$ cat config.mk
export PLATFORM = sky130hd
export DESIGN_NAME = vbus_supervisor
export DESIGN_NICKNAME = d
export VERILOG_FILES = /design/src/rtl/vbus_sup_pkg.sv /design/src/rtl/vbus_sup_sync.sv /design/src/rtl/vbus_sup_rise_timer.sv /design/src/rtl/vbus_supervisor.sv
export SDC_FILE = /design/constraint.sdc
export NUM_CORES = 1
export LEC_CHECK = 0
export BUFFER_PORTS_ARGS = -buffer_cell sky130_fd_sc_hd__buf_2
export CAP_MARGIN = 20
export CORE_MARGIN = 2
export CORE_UTILIZATION = 37
export DETAILED_ROUTE_END_ITERATION = 12
export GPL_ROUTABILITY_DRIVEN = 0
export GPL_TIMING_DRIVEN = 0
export PLACE_DENSITY = 0.56
export SYNTH_ARGS = -nofsm -noshare
export SYNTH_HDL_FRONTEND = slang
export SYNTH_SLANG_ARGS = --single-unit
$ cat constraint.sdc
create_clock -name clk -period 3.6 [get_ports clk]
set_clock_uncertainty 0.05 [all_clocks]
set_input_delay 0.54 -clock clk [delete_from_list [all_inputs] [get_ports clk]]
set_output_delay 0.54 -clock clk [all_outputs]
set_load 0.01 [all_outputs]
$ cat src/rtl/vbus_sup_pkg.sv
package vbus_sup_pkg;

    // Control state of the supervisor top
    typedef struct packed {
        logic bus_req;   // software bus request
        logic drive;     // VBUS drive currently on
        logic err;       // latched rise-time failure
        logic evt;       // one-cycle error event
    } ctl_state_t;

    localparam ctl_state_t CTL_RESET = '0;

endpackage

$ cat src/rtl/vbus_sup_sync.sv
module vbus_sup_sync #(
    parameter int WIDTH  = 2,
    parameter int STAGES = 2
) (
    input  logic             clk,
    input  logic             rst_n,
    input  logic [WIDTH-1:0] d_i,
    output logic [WIDTH-1:0] q_o
);

    logic [WIDTH-1:0] stg_d [STAGES];
    logic [WIDTH-1:0] stg_q [STAGES];

    always_comb begin
        stg_d[0] = d_i;
        for (int i = 1; i < STAGES; i++) begin
            stg_d[i] = stg_q[i-1];
        end
    end

    always_ff @(posedge clk or negedge rst_n) begin
        if (!rst_n) begin
            for (int i = 0; i < STAGES; i++) begin
                stg_q[i] <= '0;
            end
        end else begin
            for (int i = 0; i < STAGES; i++) begin
                stg_q[i] <= stg_d[i];
            end
        end
    end

    assign q_o = stg_q[STAGES-1];

endmodule

$ cat src/rtl/vbus_sup_rise_timer.sv
module vbus_sup_rise_timer #(
    parameter int TIMEOUT_CYC = 5000000
) (
    input  logic clk,
    input  logic rst_n,
    input  logic run_i,       // drive is on
    input  logic vld_i,       // synchronised comparator level
    input  logic stat_i,      // synchronised switch status pin
    input  logic stat_pol_i,  // 1: status pin active low
    output logic expire_o     // limit reached without VBUS up
);

    localparam int CNT_W = $clog2(TIMEOUT_CYC + 1);
    localparam logic [CNT_W-1:0] LAST = CNT_W'(TIMEOUT_CYC - 1);

    typedef struct packed {
        logic [CNT_W-1:0] cnt;
        logic             seen;
    } tmr_state_t;

    tmr_state_t st_d, st_q;
    logic       up;

    always_comb begin
        st_d     = st_q;
        expire_o = 1'b0;
        up       = vld_i & (stat_i ^ stat_pol_i);
        if (!run_i) begin
            st_d = '0;
        end else if (!st_q.seen) begin
            if (up) begin
                st_d.seen = 1'b1;
            end else if (st_q.cnt == LAST) begin
                expire_o = 1'b1;
            end else begin
                st_d.cnt = st_q.cnt + 1'b1;
            end
        end
    end

    always_ff @(posedge clk or negedge rst_n) begin
        if (!rst_n) begin
            st_q <= '0;
        end else begin
            st_q <= st_d;
        end
    end

endmodule

$ cat src/rtl/vbus_supervisor.sv
module vbus_supervisor
    import vbus_sup_pkg::*;
#(
    parameter int TIMEOUT_CYC = 5000000,
    parameter int SYNC_STAGES = 2
) (
    input  logic clk,
    input  logic rst_n,
    input  logic req_wr_i,
    input  logic req_wdata_i,
    input  logic drop_i,
    input  logic err_clr_i,
    input  logic en_pol_i,
    input  logic stat_pol_i,
    input  logic sw_stat_i,
    input  logic vbus_vld_i,
    output logic sw_en_o,
    output logic bus_req_o,
    output logic overcur_o,
    output logic vbus_err_o
);

    localparam int PIN_W = 2;

    ctl_state_t       s_d, s_q;
    logic [PIN_W-1:0] pins_s;
    logic             expire;

    vbus_sup_sync #(
        .WIDTH  (PIN_W),
        .STAGES (SYNC_STAGES)
    ) i_sync (
        .clk   (clk),
        .rst_n (rst_n),
        .d_i   ({sw_stat_i, vbus_vld_i}),
        .q_o   (pins_s)
    );

    vbus_sup_rise_timer #(
        .TIMEOUT_CYC (TIMEOUT_CYC)
    ) i_timer (
        .clk        (clk),
        .rst_n      (rst_n),
        .run_i      (s_q.drive),
        .vld_i      (pins_s[0]),
        .stat_i     (pins_s[1]),
        .stat_pol_i (stat_pol_i),
        .expire_o   (expire)
    );

    always_comb begin
        s_d     = s_q;
        s_d.evt = 1'b0;
        // drop has priority over a request write
        if (drop_i) begin
            s_d.bus_req = 1'b0;
        end else if (req_wr_i) begin
            s_d.bus_req = req_wdata_i;
        end
        // error latch: only the clear pulse leaves it
        if (s_q.err) begin
            if (err_clr_i) begin
                s_d.err = 1'b0;
            end
        end else if (expire) begin
            s_d.err = 1'b1;
            s_d.evt = 1'b1;
        end
        s_d.drive = s_d.bus_req & ~s_d.err;
    end

    always_ff @(posedge clk or negedge rst_n) begin
        if (!rst_n) begin
            s_q <= CTL_RESET;
        end else begin
            s_q <= s_d;
        end
    end

    assign sw_en_o    = s_q.drive ^ en_pol_i;
    assign bus_req_o  = s_q.bus_req;
    assign overcur_o  = s_q.err;
    assign vbus_err_o = s_q.evt;

endmodule

### After elaboration in Yosys (flattened, before gate mapping)

Index checks and enable logic that the tools add are counted.

* add/subtract/negate cells: 1
* eq/ne operators: 4
* mux-type cells: 15
* bitwise logic cells: 5
* reductions and logical operators: 1

Operator list (number)
* $mux W24: 2
* $mux W23: 2
* $add A23 B1 Y23 const B: 1
* $eq A23 B23 Y1 const B: 1
* $mux W1: 10
* $ne A2 B2 Y1 const B: 3
* $reduce_and A3 Y1: 1
* $and A1 B1 Y1: 2
* $mux W2: 1
* $xor A1 B1 Y1: 2
* $not A1 Y1: 1

* register bits after elaboration: 32
* bits of input ports: 10
* output and inout port bits: 4
* logic and storage cells: 34

### Longest topological paths before layout

* word-level depth: 9
* mapped depth: 7
* depth with buffers taken out: 7

### By module

From an unflattened synthesis, not the netlist that was laid out.

* cell total of the unflattened synthesis: 171
* area total of the unflattened synthesis: 1707.9 sq um

By module, submodules not included
* vbus_sup_rise_timer: instances 1, cells an instance 156, area each 1452.6 sq um, sequential area each 600.6 sq um
* vbus_supervisor: instances 1, cells an instance 11, area each 155.1 sq um, sequential area each 100.1 sq um
* vbus_sup_sync: instances 1, cells an instance 4, area each 100.1 sq um, sequential area each 100.1 sq um

### Least setup slack after synthesis

No wires, ideal clock.

* kind: input to register
* start: input stat_pol_i
* end: register i_timer.st_q[12] (netlist bit)
* library setup time: 0.078 ns
* data arrival time: 1.781 ns
* data required time: 3.472 ns
* slack: 1.692 ns
* stages on the path: 6
* path buffers: 2
* cell sequence: xor2_1 > a2111o_1 > buf_6 > buf_6 > or3_1 > a21boi_1

* longest elaborated chain between the ends: 4

Ends and longest elaborated chain
* start, declared: RTL line vbus_supervisor.sv:14 `input logic stat_pol_i,`
* $xor A1 B1 Y1: RTL line vbus_sup_rise_timer.sv:27 `up = vld_i & (stat_i ^ stat_pol_i);`
* $and A1 B1 Y1: RTL line vbus_sup_rise_timer.sv:27
* $ne A2 B2 Y1 (no source line)
* $reduce_and A3 Y1 (no source line)
* end signal, assigned: RTL line vbus_sup_rise_timer.sv:45 `st_q <= st_d;`
* end, declared: RTL line vbus_sup_rise_timer.sv:21 `tmr_state_t st_d, st_q;`

Every way passes these cells.
A chain may end at the register's enable or synchronous reset.

### Final worst setup path

* start: register s_q[2] (netlist bit)
* end: output sw_en_o

* longest elaborated chain between the ends: 1

Ends and longest elaborated chain
* start, declared: RTL line vbus_supervisor.sv:25 `ctl_state_t s_d, s_q;`
* start signal, assigned: RTL line vbus_supervisor.sv:74 `s_q <= CTL_RESET;`
* start signal, assigned: RTL line vbus_supervisor.sv:76 `s_q <= s_d;`
* $xor A1 B1 Y1: RTL line vbus_supervisor.sv:80 `assign sw_en_o = s_q.drive ^ en_pol_i;`
* end, declared: RTL line vbus_supervisor.sv:17 `output logic sw_en_o,`

Every way passes these cells.

==> impl_metrics.tcl <==
set metrics [dict create \
    status "finished clean" \
    period_needed_ns 2.39 \
    gr-usage-all-layers 0.155 \
    crit_buf_inv 3 \
    clk_pin_slew_ns 0.07 \
    cts_tree "yes" \
    final_layout_size_suffix_gt1_frac 0.175 \
    setup_viol 0 \
    cp-end-kind "primary output" \
    critPathMaxFanout 10 \
    n_antenna_cell 0 \
    clock_latency_ns 0.29 \
    tightest_slew_ns 0.715 \
    final_cell_mix "dfrtp_1 (32), nand2_1 (15), and2_1 (13), buf_2 (13), xor2_1 (12)" \
    syn_inst 156 \
    htree_num_levels 2 \
    grt_pass1_vias 1307 \
    yosys_warnings 0 \
    antenna_found_initial 0 \
    cts_setup_buffers 0 \
    vdd.ir_drop.worst_mv 0.205 \
    ctsResizeCount 0 \
    synth-seq-cells 32 \
    layout-area-overhead-vs-synth_pct 13.6 \
    via_per_inst 5.39 \
    setup_tns_ns 0 \
    powerDensity_nw_per_um2 370 \
    cts_buffers 5 \
    hpwl_mm 2.47 \
    nets 187 \
    power.total_w 0.000689 \
    yosysSeqAreaShare 0.488 \
    place_area_um2 1770 \
    numPortBuffers 13 \
    dieArea_um2 4980 \
    grt_start_max_net_pins 33 \
    drt-initial-drc-count 55 \
    relSlewSlack 0.523 \
    drcViolationCount 0 \
    fin_area_um2 1860 \
    crit_required_ns 3.01 \
    cts.path.max_buffers 2 \
    criticalPathCategory "flop to primary output" \
    rsz0062_at_grt "no" \
    fin_util 0.431 \
    synth_nets 167 \
    synth_area_um2 1640 \
    avgRoutedWirePerCell_um 14.9 \
    routed_wl_mm 3.40 \
    path_cells "clkbuf_1, clkbuf_1, xor2_1, buf_2" \
    dieWidth_um 70.6 \
    max_stage_delay_ns 0.45 \
    max_cap_violations 0 \
    p_leak_nw 0.863 \
    die_h_um 70.6 \
    setup_ws_ns 1.21 \
    grt_overflow 0 \
    grt_pass1_wl_mm 5.99 \
    cp_top_family "buffers and inverters" \
    vias 1234 \
    avgSynthCellArea_um2 10.5 \
    drv_slew 0 \
    clock_sinks 32 \
    max_freq_mhz 419 \
    start_util 0.379 \
    hold_viol 0 \
    fin_crit_sh 0.663 \
    critPathLaunchType "flop" \
    ys_types 38 \
    crit_slowest_cell "dfrtp_1" \
    ant_nets 0 \
    cts_hold_buffers 0 \
    dr.pass1.iters 4 \
    path_common_cell "clkbuf_1" \
    layout_commonest_cell "dfrtp_1" \
    core_um2 4320 \
    dpl_worst_slack_ns 1.36 \
    ios 14 \
    root_buffer "clkbuf_8" \
    rows 24 \
    holdCritPathClass "primary input to async pin" \
    arrival_ns 1.80 \
]
-- synthesized netlist by cell type --
library cell	n	share of area
inv_1	4	0.0092
a21o_1	1	0.0046
buf_6	2	0.014
a32o_1	1	0.0061
a21boi_1	3	0.014
and4_1	2	0.011
a2111o_1	1	0.0069
nor4bb_1	1	0.0061
nor4b_1	1	0.0053
nand4_1	5	0.019
nor4_1	3	0.011
and2_1	13	0.050
nor3_2	3	0.018
or4bb_1	1	0.0069
o311ai_0	1	0.0053
mux2i_1	4	0.024
nor3b_1	2	0.0092
o32ai_1	1	0.0053
nand3_2	1	0.0061
a21boi_0	1	0.0046
nor2_1	3	0.0069
nor4_2	2	0.015
a22o_1	1	0.0053
ha_1	1	0.0076
nor4b_2	1	0.0092
nand2b_1	6	0.023
o21ai_0	5	0.015
nor3_1	6	0.018
and3_1	4	0.015
xor2_1	12	0.064
clkbuf_1	3	0.0069
mux2_2	1	0.0069
nand2_1	15	0.034
dfrtp_1	32	0.49
nand3_1	6	0.018
xnor2_1	1	0.0053
o31ai_1	1	0.0046
or3_1	5	0.019
-- report_power, final --
part / internal [W] / switching, W
registers: 0.000364 / 0.00000344
logic: 0.0000122 / 0.0000210
clock network: 0.000152 / 0.000135
total: 0.000529 / 0.000160
-- state kept, by name, indices dropped and copies added, names as in the netlist --
name,flops
i_timer.st_q,24
i_sync.q_o,2
i_sync.stg_d,2
bus_req_o,1
overcur_o,1
s_q,1
vbus_err_o,1
-- kinds of logic after synthesis --
logic type,Yosys count,synth area share
AND/OR/NAND/NOR,80,0.302
flip-flops,32,0.488
AO/OA/AOI/OAI,16,0.0717
XOR/XNOR,13,0.0694
buffers and inverters,9,0.0297
multiplexers,5,0.0313
adder cells (fa/ha/maj),1,0.00763
-- worst register-to-register path: cells and delay by family (launching register included) --
family | cells | cell delay [ns]
and+or+nand+nor | 5 | 1.52
DFF | 1 | 0.38
adders and majority gates | 1 | 0.20
-- final timing paths --
path | start | end | slack, ns | depth (start not counted)
min reg2reg | i_sync.stg_d[0] | i_sync.q_o[0] | 0.30 | 0
max in group asynchronous | rst_n | i_timer.st_q[11] | 2.78 | 1
min in group clk | i_sync.stg_d[0] | i_sync.q_o[0] | 0.30 | 0
min | rst_n | i_timer.st_q[21] | 0.24 | 1
max | s_q[2] | sw_en_o | 1.21 | 4
max reg2reg | i_timer.st_q[1] | s_q[2] | 1.36 | 6
-- per-layer routing --
layer / vias to the layer above / wire length, um / track usage
met5: - / 0 / 0
met4: 0 / 59 / 0.0629
met3: 7 / 119 / 0.0470
met2: 15 / 1590 / 0.240
met1: 618 / 1630 / 0.205
li1: 594 / - / -
-- metrics by stage --
step           hold slack [ns]  std cells
2_1_floorplan            0.194        156
3_3_place_gp             0.284        221
3_5_place_dp             0.287        221
4_1_cts                  0.279        229
5_1_grt                  0.288        229
6_report                 0.239        229
-- layout make-up --
cell class | instances | area (um^2)
fill | 438 | 2460
sequential | 32 | 801
multi-input combinational | 115 | 791
clock buffer | 6 | 82.6
timing repair buffer | 13 | 65.1
tap | 52 | 65.1
buffer | 5 | 33.8
inverter | 4 | 15.0
clock inverter | 2 | 10.0
(Power assumes the default switching activity.)
